**src/rtl/arb_pkg.sv**
```systemverilog
package arb_pkg;
  typedef logic [1:0] lvl_t;

  // position reached when stepping from base by step around a ring of n
  function automatic int unsigned ring_next(int unsigned base, int unsigned step,
                                            int unsigned n);
    return (base + step) % n;
  endfunction
endpackage

```
**src/rtl/arb_pick.sv**
```systemverilog
module arb_pick #(
  parameter int unsigned NM = 4,
  parameter int unsigned IW = 2
) (
  input  logic [NM-1:0]   cand,
  input  logic [2*NM-1:0] lvl,
  input  logic [IW-1:0]   last,
  output logic            win_vld,
  output logic [IW-1:0]   win_id
);
  import arb_pkg::*;

  lvl_t top_lvl;

  always_comb begin
    top_lvl = '0;
    for (int unsigned i = 0; i < NM; i++) begin
      if (cand[i] && lvl[2*i +: 2] > top_lvl) top_lvl = lvl[2*i +: 2];
    end
  end

  always_comb begin
    win_vld = 1'b0;
    win_id  = '0;
    for (int unsigned d = 1; d <= NM; d++) begin
      int unsigned k;
      k = ring_next(int'(last), d, NM);
      if (!win_vld && cand[k] && lvl[2*k +: 2] == top_lvl) begin
        win_vld = 1'b1;
        win_id  = IW'(k);
      end
    end
  end
endmodule

```
**src/rtl/arb_tenure.sv**
```systemverilog
module arb_tenure #(
  parameter int unsigned NM = 4,
  parameter int unsigned IW = 2,
  parameter int unsigned TO = 16,
  localparam int unsigned TW = (TO > 2) ? $clog2(TO) : 1
) (
  input  logic          clk,
  input  logic          rst_n,
  input  logic          win_vld,
  input  logic [IW-1:0] win_id,
  input  logic          addr_ack,
  input  logic          data_done,
  input  logic [NM-1:0] lock_in,
  output logic [NM-1:0] gnt,
  output logic [IW-1:0] gnt_id,
  output logic [IW-1:0] last_id,
  output logic          lock_hold,
  output logic [IW-1:0] lock_id,
  output logic [1:0]    pend,
  output logic          grant_fire,
  output logic          ack_fire,
  output logic          tmo_fire,
  output logic [NM-1:0] err
);
  logic          busy;
  logic          may_grant;
  logic          retire;
  logic [TW-1:0] timer;

  assign busy       = |gnt;
  assign may_grant  = !busy && (pend != 2'd2);
  assign grant_fire = may_grant && win_vld;
  assign ack_fire   = busy && addr_ack;
  assign tmo_fire   = busy && !addr_ack && (timer == TW'(TO - 1));
  assign retire     = data_done && (pend != 2'd0);

  always_ff @(posedge clk) begin
    if (!rst_n) begin
      gnt     <= '0;
      gnt_id  <= '0;
      last_id <= IW'(NM - 1);
    end else if (grant_fire) begin
      gnt     <= {{(NM-1){1'b0}}, 1'b1} << win_id;
      gnt_id  <= win_id;
      last_id <= win_id;
    end else if (ack_fire || tmo_fire) begin
      gnt <= '0;
    end
  end

  always_ff @(posedge clk) begin
    if (!rst_n || !busy || ack_fire || tmo_fire) timer <= '0;
    else                                         timer <= timer + 1'b1;
  end

  always_ff @(posedge clk) begin
    if (!rst_n) pend <= '0;
    else begin
      case ({ack_fire, retire})
        2'b10:   pend <= pend + 2'd1;
        2'b01:   pend <= pend - 2'd1;
        default: pend <= pend;
      endcase
    end
  end

  always_ff @(posedge clk) begin
    if (!rst_n) begin
      lock_hold <= 1'b0;
      lock_id   <= '0;
    end else if (ack_fire && lock_in[gnt_id]) begin
      lock_hold <= 1'b1;
      lock_id   <= gnt_id;
    end else if (lock_hold && !lock_in[lock_id]) begin
      lock_hold <= 1'b0;
    end
  end

  always_ff @(posedge clk) begin
    if (!rst_n)        err <= '0;
    else if (tmo_fire) err <= gnt;
    else               err <= '0;
  end
endmodule

```
**src/rtl/pbus_arbiter.sv**
```systemverilog
module pbus_arbiter #(
  parameter int unsigned NM = 4,
  parameter int unsigned AW = 32,
  parameter int unsigned QW = 8,
  parameter int unsigned TO = 16,
  localparam int unsigned IW = (NM > 1) ? $clog2(NM) : 1
) (
  input  logic            clk,
  input  logic            rst_n,
  input  logic [NM-1:0]   m_req,
  input  logic [2*NM-1:0] m_pri,
  input  logic [NM-1:0]   m_lock,
  input  logic [NM*AW-1:0] m_addr,
  input  logic [NM*QW-1:0] m_qual,
  output logic [NM-1:0]   m_gnt,
  output logic [NM-1:0]   m_err,
  output logic            s_valid,
  output logic [AW-1:0]   s_addr,
  output logic [QW-1:0]   s_qual,
  output logic [IW-1:0]   s_mid,
  input  logic            s_addr_ack,
  input  logic            s_data_done
);
  logic [NM-1:0] cand;
  logic [NM-1:0] own_mask;
  logic          win_vld;
  logic [IW-1:0] win_id;
  logic [IW-1:0] gnt_id;
  logic [IW-1:0] last_id;
  logic          lock_hold;
  logic [IW-1:0] lock_id;
  logic [1:0]    pend;
  logic          grant_fire;
  logic          ack_fire;
  logic          tmo_fire;
  logic [AW-1:0] addr_term [NM];
  logic [QW-1:0] qual_term [NM];

  assign own_mask = {{(NM-1){1'b0}}, 1'b1} << lock_id;
  assign cand     = lock_hold ? (m_req & own_mask) : m_req;

  arb_pick #(.NM(NM), .IW(IW)) u_pick (
    .cand(cand), .lvl(m_pri), .last(last_id),
    .win_vld(win_vld), .win_id(win_id)
  );

  arb_tenure #(.NM(NM), .IW(IW), .TO(TO)) u_ten (
    .clk(clk), .rst_n(rst_n), .win_vld(win_vld), .win_id(win_id),
    .addr_ack(s_addr_ack), .data_done(s_data_done), .lock_in(m_lock),
    .gnt(m_gnt), .gnt_id(gnt_id), .last_id(last_id),
    .lock_hold(lock_hold), .lock_id(lock_id), .pend(pend),
    .grant_fire(grant_fire), .ack_fire(ack_fire), .tmo_fire(tmo_fire),
    .err(m_err)
  );

  for (genvar g = 0; g < NM; g++) begin : g_term
    assign addr_term[g] = m_gnt[g] ? m_addr[g*AW +: AW] : '0;
    assign qual_term[g] = m_gnt[g] ? m_qual[g*QW +: QW] : '0;
  end

  always_comb begin
    s_addr = '0;
    s_qual = '0;
    for (int unsigned i = 0; i < NM; i++) begin
      s_addr = s_addr | addr_term[i];
      s_qual = s_qual | qual_term[i];
    end
  end

  assign s_valid = |m_gnt;
  assign s_mid   = gnt_id;
endmodule

```
**config.mk**
```make
export PLATFORM = sky130hd
export DESIGN_NAME = pbus_arbiter
export DESIGN_NICKNAME = d
export VERILOG_FILES = /design/src/rtl/arb_pkg.sv /design/src/rtl/arb_pick.sv /design/src/rtl/arb_tenure.sv /design/src/rtl/pbus_arbiter.sv
export SDC_FILE = /design/constraint.sdc
export NUM_CORES = 1
export LEC_CHECK = 0
export ABC_AREA = 1
export ABC_CLOCK_PERIOD_IN_PS = 7840
export BUFFER_PORTS_ARGS = -buffer_cell sky130_fd_sc_hd__buf_4
export CAP_MARGIN = 20
export CORE_ASPECT_RATIO = 1.5
export CORE_MARGIN = 5
export CORE_UTILIZATION = 40
export DETAILED_ROUTE_END_ITERATION = 8
export GPL_TIMING_DRIVEN = 1
export HOLD_SLACK_MARGIN = 0.12
export PLACE_DENSITY_LB_ADDON = 0.15
export SLEW_MARGIN = 20
export SYNTH_ARGS = -nofsm -noshare
export SYNTH_HDL_FRONTEND = slang
export SYNTH_SLANG_ARGS = --single-unit
```
**constraint.sdc**
```tcl
create_clock -name clk -period 7.84 [get_ports clk]
set_input_delay 0.392 -clock clk [delete_from_list [all_inputs] [get_ports clk]]
set_output_delay 0.392 -clock clk [all_outputs]
set_load 0.01 [all_outputs]
```
==> flow_metrics.env, run 1 <==
export IMPL_dpl_hpwl_mm=11.1
export IMPL_finalCritPeriodShare_pct=58.3
export IMPL_ir_drop_uv=157
export IMPL_synthCells=531
export IMPL_vias_per_cell=5.28
export IMPL_endpoint="u_ten.gnt[1]"
export IMPL_ys_seq_area_share_pct=14.7
export IMPL_place_congestion=0.951
export IMPL_synth_seq_cells=21
export IMPL_insertion_delay_ps=260
export IMPL_routed_wl_mm=13.1
export IMPL_post_cts_buffers=0
export IMPL_drt_iter0_markers=293
export IMPL_cp_startpoint="u_ten.lock_hold"
export IMPL_syn_nets=719
export IMPL_crit_top_cell="nand2_1"
export IMPL_setup_ws_ps=3270
export IMPL_grt_pass1_vias=4342
export IMPL_reg2regPathDepth=33
export IMPL_period_needed_ps=4570
export IMPL_ff2ff_setup_slack_ps=3270
export IMPL_yosys_warnings=0
export IMPL_skew_ps=2.23
export IMPL_path_clk_slew_ps=70
export IMPL_post_cts_resized_instances=0
export IMPL_maxSlewViolCount=0
export IMPL_criticalPathCategory="register to register"
export IMPL_coreArea_um2=6940
export IMPL_cp_max_fo=7
export IMPL_slew_headroom_pct=43.4
export IMPL_hold_path_class="input port to register"
export IMPL_cts_hold_buf=0
export IMPL_whs_path_depth=2
export IMPL_htree_levels=1
export IMPL_layout_drive_gt1_share_pct=37.4
export IMPL_yosys_cell_types_count=36
export IMPL_grtUsageMet2_pct=53.1
export IMPL_final_common_cell="buf_4"
export IMPL_cp_end_kind="register"
export IMPL_fmax_mhz=219
export IMPL_diodes=0
export IMPL_async_reset_ff_share_pct=0
export IMPL_grt_pass1_wl_mm=20.3
export IMPL_rsz0062_at_grt="false"
export IMPL_p_per_area_nw_per_um2=319
export IMPL_post_place_ws_ps=3350
export IMPL_cts_sinks=21
export IMPL_fin_tns_setup_ps=0
export IMPL_setup_violations_final=0
export IMPL_path_depth=33
export IMPL_use_met3_pct=5.69
export IMPL_clk_path_buf_depth=2
export IMPL_cts_tree="yes"
export IMPL_cts_made_buffers=3
export IMPL_worst_pin_slew_ps=849
export IMPL_leakage_nw=2.44
export IMPL_initial_utilization_pct=41.3
export IMPL_critical_path_top_delay_family="simple AND/OR/NAND/NOR gates"
export IMPL_synth_edf_count=0
export IMPL_grt_start_max_net_pins=45
export IMPL_synth_area_um2=2870
export IMPL_grt_antenna_before_repair=0
export IMPL_final_cell_mix="buf_4, nand2_1, inv_1"
export IMPL_timing_rr_start="u_ten.lock_hold"
export IMPL_arrival_ps=4780
export IMPL_rows=37
export IMPL_avgSynthCellArea_um2=5.40
export IMPL_die_h_um=114
export IMPL_met1_usage_pct=29.7
export IMPL_die_area_um2=9000
export IMPL_max_stage_delay_ps=470
export IMPL_setup_worst_path_start_class="register"
export IMPL_hold_viol=0
export IMPL_timing_critical_path_buf_inv=3
export IMPL_clockRootBuffer="clkbuf_8"
export IMPL_grt_overflow=0
export IMPL_syn2layout_area_growth_pct=62.6
export IMPL_drc=0
export IMPL_run_status="completed"
export IMPL_busiest_layer="met2"
export IMPL_timing_rr_end="u_ten.gnt[1]"
export IMPL_ios=231
export IMPL_cp_slowest_cell="dfxtp_1"
export IMPL_worstPathRequired_ps=8040
export IMPL_wl_per_cell_um=16.0
export IMPL_io_buffers=230
export IMPL_track_usage_pct=28.1
export IMPL_dominantRegCellSynth="dfxtp_1"
export IMPL_firstDrtPassIters=5
export IMPL_fp_dieW_um=79.2
export IMPL_drv_cap=0
export IMPL_vias=4341
export IMPL_postRouteAntennaNets=0
export IMPL_nets=933
-- synthesized netlist by cell type (2+ instances only) --
master,instances,area share (%)
nor2_1,22,2.9
nand2_4,2,0.78
inv_1,48,6.3
nand4_1,44,9.6
nor2_4,2,0.78
a21oi_1,14,2.4
nand2_2,16,3.5
nand3_4,2,1.2
xor2_1,2,0.61
mux2i_1,3,1.0
nand3_2,2,0.70
nand2_1,227,30
o211ai_1,2,0.52
ha_1,8,3.5
o21ai_1,5,0.87
nand3b_1,3,0.78
nand3_1,39,6.8
inv_2,6,0.78
o21ai_0,21,3.7
clkbuf_1,21,2.7
dfxtp_1,21,15
buf_2,3,0.52
nor2_2,5,1.1
-- final cells by class --
type / count / area (um^2)
Fill cell: 647 / 2280
Multi-Input combinational cell: 430 / 2140
Timing Repair Buffer: 234 / 1760
Sequential cell: 21 / 420
Inverter: 55 / 206
Tap cell: 78 / 97.6
Clock buffer: 3 / 41.3
Clock inverter: 1 / 5.00
-- worst min-delay path by stage --
stage	start	end	slack, ps
floorplan	u_ten.timer[0]	u_ten.timer[0]	420
CTS	rst_n	u_ten.last_id[1]	390
global placement	u_ten.timer[0]	u_ten.timer[0]	440
global route	rst_n	u_ten.last_id[1]	410
detailed placement	u_ten.timer[0]	u_ten.timer[0]	440
finish	rst_n	u_ten.last_id[1]	400
-- where the power goes --
group / internal, mW / total, mW / switching (mW)
Sequential: 0.133 / 0.173 / 0.0396
Combinational: 0.507 / 1.25 / 0.738
Clock: 0.0354 / 0.0702 / 0.0348
-- cell families after synthesis --
| group | count (synthesis) | synth area share (%) |
|---|---|---|
| compound gates | 49 | 10.2 |
| xor+xnor | 4 | 1.48 |
| fa+ha+maj | 8 | 3.49 |
| buf+inv | 80 | 10.9 |
| flops | 21 | 14.7 |
| mux | 3 | 1.05 |
| simple gates | 366 | 58.2 |
-- per-stage QoR --
| step | instances | util (%) | cell area (um^2) | hold slack, ps | power, mW |
|---|---|---|---|---|---|
| 6_report | 822 | 67.2 | 4660 | 395 | 1.49 |
| 5_1_grt | 822 | 67.2 | 4660 | 410 | 1.62 |
| 4_1_cts | 822 | 67.2 | 4660 | 388 | 1.49 |
| 3_5_place_dp | 818 | 66.5 | 4620 | 438 | 1.41 |
| 3_3_place_gp | 818 | 66.5 | 4620 | 436 | 1.40 |
| 2_1_floorplan | 531 | - | 2870 | 418 | 0.923 |
-- worst register-to-register path, delay by kind of cell (launching register included) --
kind | cells | cell delay (ps)
AND/OR/NAND/NOR | 21 | 1940
buffers and inverters | 3 | 240
adder cells (fa/ha/maj) | 3 | 840
AO/OA/AOI/OAI | 6 | 1030
flip-flops | 1 | 470
-- state kept, by name, indices dropped and copies added (netlist names) --
name,count
u_ten.lock_id,2
u_ten.last_id,2
u_ten.gnt_id,2
u_ten.timer,4
u_ten.pend,2
u_ten.gnt,4
u_ten.lock_hold,1
u_ten.err,4
-- layer usage --
layer	wire, um	share of wire, %	vias to the layer above
met3	1210	9.2	29
met1	4410	34	1964
li1	-	-	2146
met5	0	0	-
met2	7130	54	202
met4	380	2.9	0
No activity file was read; power rests on OpenSTA's default activity.
==> run 2: changes to the inputs <==
--- a/config.mk
+++ b/config.mk
@@ -6,12 +6,12 @@
 export NUM_CORES = 1
 export LEC_CHECK = 0
 export ABC_AREA = 1
-export ABC_CLOCK_PERIOD_IN_PS = 7840
+export ABC_CLOCK_PERIOD_IN_PS = 3800
 export BUFFER_PORTS_ARGS = -buffer_cell sky130_fd_sc_hd__buf_4
 export CAP_MARGIN = 20
 export CORE_ASPECT_RATIO = 1.5
 export CORE_MARGIN = 5
-export CORE_UTILIZATION = 40
+export CORE_UTILIZATION = 36
 export DETAILED_ROUTE_END_ITERATION = 8
 export GPL_TIMING_DRIVEN = 1
 export HOLD_SLACK_MARGIN = 0.12
==> constraint.sdc (replaced) <==
create_clock -name clk -period 3.8 [get_ports clk]
set_input_delay 0.19 -clock clk [delete_from_list [all_inputs] [get_ports clk]]
set_output_delay 0.19 -clock clk [all_outputs]
set_load 0.01 [all_outputs]
==> flow_metrics.env, run 2 (synthesized netlist as in run 1, its figures left out) <==
export IMPL_rows=40
export IMPL_hold_start="rst_n"
export IMPL_coreArea_um2=7910
export IMPL_max_stage_delay_ps=340
export IMPL_dpl_hpwl_mm=11.4
export IMPL_maxSlewViolCount=0
export IMPL_fin_area_um2=5410
export IMPL_setup_worst_path_start_class="register"
export IMPL_htree_levels=1
export IMPL_switching_share_pct=52.7
export IMPL_grt_overflow=0
export IMPL_place_area_um2=4840
export IMPL_wl_per_cell_um=16.1
export IMPL_drt_iter0_markers=316
export IMPL_insertion_delay_ps=260
export IMPL_fin_cells=894
export IMPL_hold_path_class="input port to register"
export IMPL_reg2regPathDepth=31
export IMPL_die_area_um2=9890
export IMPL_io_buffers=230
export IMPL_setup_violations_final=8
export IMPL_nets=978
export IMPL_dp_cells=862
export IMPL_place_congestion=0.969
export IMPL_cts_sinks=21
export IMPL_routed_wl_mm=14.4
export IMPL_drv_cap=0
export IMPL_p_seq_share_pct=9.6
export IMPL_initial_utilization_pct=36.3
export IMPL_min_delay_worst_endpoint="u_ten.last_id[0]"
export IMPL_syn2layout_area_growth_pct=88.4
export IMPL_timing_rr_start="u_ten.lock_id[1]"
export IMPL_finalCritPeriodShare_pct=109
export IMPL_path_clk_slew_ps=60
export IMPL_cp_end_kind="register"
export IMPL_postRouteAntennaNets=0
export IMPL_period_needed_ps=4150
export IMPL_arrival_ps=4340
export IMPL_run_status="complete, but fails checks"
export IMPL_cts_hold_buf=0
export IMPL_grt_antenna_before_repair=0
export IMPL_fp_dieW_um=82.9
export IMPL_violations="negative setup slack"
export IMPL_cts_made_buffers=3
export IMPL_cts_tree="yes"
export IMPL_leakage_nw=2.72
export IMPL_hold_viol=0
export IMPL_reg_largest_list="u_ten.err (4), u_ten.gnt (4), u_ten.timer (4)"
export IMPL_worstPathRequired_ps=4000
export IMPL_whs_path_depth=2
export IMPL_switchingPower_mw=1.89
export IMPL_post_place_ws_ps=-343
export IMPL_timing_rr_end="u_ten.gnt[1]"
export IMPL_combPwrFrac_pct=84.1
export IMPL_clockRootBuffer="clkbuf_16"
export IMPL_slew_headroom_pct=57.8
export IMPL_clk_path_buf_depth=2
export IMPL_grt_pass1_vias=4457
export IMPL_total_power_mw=3.59
export IMPL_clkPwrFrac_pct=6.4
export IMPL_ff2ff_setup_slack_ps=-350
export IMPL_firstDrtPassIters=6
export IMPL_worst_pin_slew_ps=633
export IMPL_vias_per_cell=5.06
export IMPL_grt_start_max_net_pins=45
export IMPL_internal_power_mw=1.70
export IMPL_final_common_cell="buf_4"
export IMPL_crit_top_cell="nand2_2"
export IMPL_cp_max_fo=7
export IMPL_drc=0
export IMPL_n_fill_cell=727
export IMPL_ir_drop_uv=327
export IMPL_fmax_mhz=241
export IMPL_criticalPathCategory="register to register"
export IMPL_multi_input_area_um2=2460
export IMPL_die_h_um=119
export IMPL_final_cell_mix="buf_4, nand2_1, inv_1, nand4_1, nand3_1"
export IMPL_setup_ws_ps=-348
export IMPL_diodes=0
export IMPL_track_usage_pct=26.7
export IMPL_cp_slowest_cell="dfxtp_2"
export IMPL_skew_ps=2.65
export IMPL_ios=231
export IMPL_vias=4522
export IMPL_rsz0062_at_grt="true"
export IMPL_p_per_area_nw_per_um2=665
export IMPL_regArea_um2=424
export IMPL_grt_pass1_wl_mm=21.6
export IMPL_layout_drive_gt1_share_pct=46.3
[run 2: per-layer routing]
metal / up-vias / global-route usage (%) / routed length [um]
met1: 2034 / 30.3 / 5360
li1: 2242 / - / -
met3: 39 / 6.37 / 1110
met4: 0 / 11.1 / 517
met2: 207 / 47.3 / 7390
met5: - / 0 / 0
[run 2: critical path: cells and delay by family, from the launching register on]
kind | cells | cell delay, ps
DFF | 1 | 340
buffers and inverters | 2 | 150
adders and majority gates | 3 | 860
and+or+nand+nor | 20 | 1780
AOI/OAI and AO/OA | 6 | 930
[run 2: layout make-up]
class	count	share of cell area (%)
Clock buffer	3	1.39
Clock inverter	1	0.139
Inverter	55	4.00
Multi-Input combinational cell	430	45.4
Sequential cell	21	7.85
Tap cell	105	2.43
Timing Repair Buffer	279	38.8
[run 2: power groups by stage]
stage                     registers, mW  logic [mW]  clock network [mW]
after global routing              0.354        3.28               0.241
after global placement            0.340        2.64                   0
after detailed placement          0.342        2.67                   0
final                             0.344        3.02               0.229
after CTS                         0.338        2.84               0.232
after floorplan                   0.337        1.61                   0
[run 2: worst max-delay path by stage]
stage,start,end,slack (ps),cells past startpoint
floorplan,u_ten.lock_id[1],u_ten.gnt[1],-50,33
global placement,u_ten.lock_id[1],u_ten.gnt[1],-190,34
detailed placement,u_ten.lock_id[1],u_ten.gnt[1],-340,33
CTS,u_ten.lock_id[0],u_ten.last_id[1],-170,32
global route,u_ten.lock_id[1],u_ten.gnt[1],-620,31
finish,u_ten.lock_id[1],u_ten.gnt[1],-350,31
[run 2: repair_timing]
item                                    4_1_cts  5_1_grt
endpoints found under the setup margin        8        8
hold endpoints to repair                      0        0
pin swaps                                    18       37
gates resized for setup                      26       31
buffers inserted                             25        3
[run 2: metrics by stage]
stage | hold WS, ps | setup TNS (ps) | utilization, %
floorplan | 417 | -87.4 | -
global placement | 437 | -1160 | 61.3
detailed placement | 439 | -2400 | 61.3
CTS | 205 | -1180 | 66.0
global route | 209 | -4330 | 68.4
finish | 210 | -2360 | 68.4
==> run 3: changes to the inputs <==
--- a/config.mk
+++ b/config.mk
@@ -20,3 +20,4 @@
 export SYNTH_ARGS = -nofsm -noshare
 export SYNTH_HDL_FRONTEND = slang
 export SYNTH_SLANG_ARGS = --single-unit
+export TNS_END_PERCENT = 1
==> flow_metrics.env, run 3 (synthesized netlist as in run 1, its figures left out) <==
export IMPL_setup_worst_path_start_class="register"
export IMPL_grt_antenna_before_repair=0
export IMPL_cts_hold_buf=0
export IMPL_slew_headroom_pct=58.3
export IMPL_skew_ps=2.26
export IMPL_p_seq_share_pct=9.9
export IMPL_dp_cells=859
export IMPL_wl_per_cell_um=16.2
export IMPL_initial_utilization_pct=36.3
export IMPL_vias=4561
export IMPL_cts_tree="yes"
export IMPL_switchingPower_mw=1.83
export IMPL_firstDrtPassIters=5
export IMPL_rsz0062_at_grt="true"
export IMPL_cp_end_kind="register"
export IMPL_post_place_ws_ps=-355
export IMPL_routed_wl_mm=14.4
export IMPL_finalCritPeriodShare_pct=110
export IMPL_io_buffers=230
export IMPL_worstPathRequired_ps=3990
export IMPL_coreArea_um2=7910
export IMPL_cp_max_fo=6
export IMPL_drt_iter0_markers=210
export IMPL_track_usage_pct=26.5
export IMPL_hold_path_class="input port to register"
export IMPL_total_power_mw=3.46
export IMPL_clockRootBuffer="clkbuf_16"
export IMPL_grt_start_max_net_pins=44
export IMPL_fmax_mhz=240
export IMPL_regArea_um2=424
export IMPL_clkPwrFrac_pct=6.6
export IMPL_fin_cells=886
export IMPL_violations="negative setup slack"
export IMPL_combPwrFrac_pct=83.5
export IMPL_arrival_ps=4360
export IMPL_htree_levels=1
export IMPL_final_common_cell="buf_4"
export IMPL_grt_pass1_wl_mm=21.5
export IMPL_grt_overflow=0
export IMPL_hold_viol=0
export IMPL_layout_drive_gt1_share_pct=44.7
export IMPL_crit_top_cell="nand2_2"
export IMPL_run_status="complete, but fails checks"
export IMPL_clk_path_buf_depth=2
export IMPL_insertion_delay_ps=260
export IMPL_p_per_area_nw_per_um2=660
export IMPL_rows=40
export IMPL_fp_dieW_um=82.9
export IMPL_internal_power_mw=1.63
export IMPL_vias_per_cell=5.15
export IMPL_postRouteAntennaNets=0
export IMPL_nets=970
export IMPL_diodes=0
export IMPL_syn2layout_area_growth_pct=83.1
export IMPL_reg_largest_list="u_ten.err (4), u_ten.gnt (4), u_ten.timer (4)"
export IMPL_setup_violations_final=8
export IMPL_dpl_hpwl_mm=11.4
export IMPL_criticalPathCategory="register to register"
export IMPL_setup_ws_ps=-372
export IMPL_period_needed_ps=4170
export IMPL_final_cell_mix="buf_4, nand2_1, inv_1, nand4_1, nand3_1"
export IMPL_n_fill_cell=736
export IMPL_multi_input_area_um2=2370
export IMPL_switching_share_pct=52.9
export IMPL_grt_pass1_vias=4365
export IMPL_worst_pin_slew_ps=625
export IMPL_leakage_nw=2.66
export IMPL_max_stage_delay_ps=330
export IMPL_maxSlewViolCount=0
export IMPL_die_area_um2=9890
export IMPL_ir_drop_uv=329
export IMPL_drc=0
export IMPL_drv_cap=0
export IMPL_die_h_um=119
export IMPL_ios=231
export IMPL_path_clk_slew_ps=60
export IMPL_cts_sinks=21
export IMPL_fin_tns_setup_ps=-2550
export IMPL_cp_slowest_cell="dfxtp_2"
export IMPL_cts_made_buffers=3
export IMPL_place_congestion=0.952
[run 3: cell count changes in the layout (fill, tap and decap cells not counted), moves of 3 or more]
cell / delta
nand2_1: +5
nand2_4: -3
buf_4: -8
nor2_4: -3
[run 3: final timing paths]
path                                        from  cells past startpoint               end  slack [ps]
worst max register to register  u_ten.lock_id[0]                     32   u_ten.gnt_id[0]        -370
worst min register to register    u_ten.timer[0]                      1    u_ten.timer[0]         450
worst min-delay path                       rst_n                      2  u_ten.last_id[1]         200
worst max-delay path            u_ten.lock_id[0]                     32   u_ten.gnt_id[0]        -370
[run 3: worst max-delay path, delay by kind of cell (launching register included)]
family | cells | cell delay, ps
AND/OR/NAND/NOR | 18 | 1630
AO/OA/AOI/OAI | 7 | 1030
adder cells (fa/ha/maj) | 3 | 760
buffers and inverters | 4 | 350
flip-flops | 1 | 330
[run 3: cell type report]
cell class / count / area share, %
well taps: 105 / 2.50
flip-flops and latches: 21 / 8.08
inverters: 55 / 4.07
repair buffers: 271 / 38.7
multi-input cells: 430 / 45.0
clock buffers: 3 / 1.43
clock inverters: 1 / 0.143
[run 3: per-layer routing]
metal	share of wire (%)	vias up	GRT usage, %
li1	-	2218	-
met1	37	2062	30.9
met2	51	241	47.0
met3	8.5	40	4.91
met4	3.9	0	11.0
met5	0	-	0
[run 3: metrics by stage]
stage	area [um^2]	utilization (%)	hold slack (ps)
after CTS	5140	65.0	195
after floorplan	2930	-	417
after global routing	5250	66.4	197
after global placement	4820	60.9	435
after detailed placement	4820	60.9	440
final	5250	66.4	196
[run 3: power groups by stage]
stage / Clock (mW) / Combinational [mW] / Sequential, mW
detailed placement: 0 / 2.65 / 0.343
global placement: 0 / 2.63 / 0.342
global route: 0.243 / 3.14 / 0.354
finish: 0.230 / 2.89 / 0.343
floorplan: 0 / 1.60 / 0.337
CTS: 0.233 / 2.75 / 0.339
[run 3: what timing repair did]
| action | 4_1_cts | 5_1_grt |
|---|---|---|
| cloned | 0 | 0 |
| resized for setup | 17 | 22 |
| setup buffers | 20 | 3 |
| pin swaps | 11 | 19 |
| setup endpoints to repair | 8 | 8 |
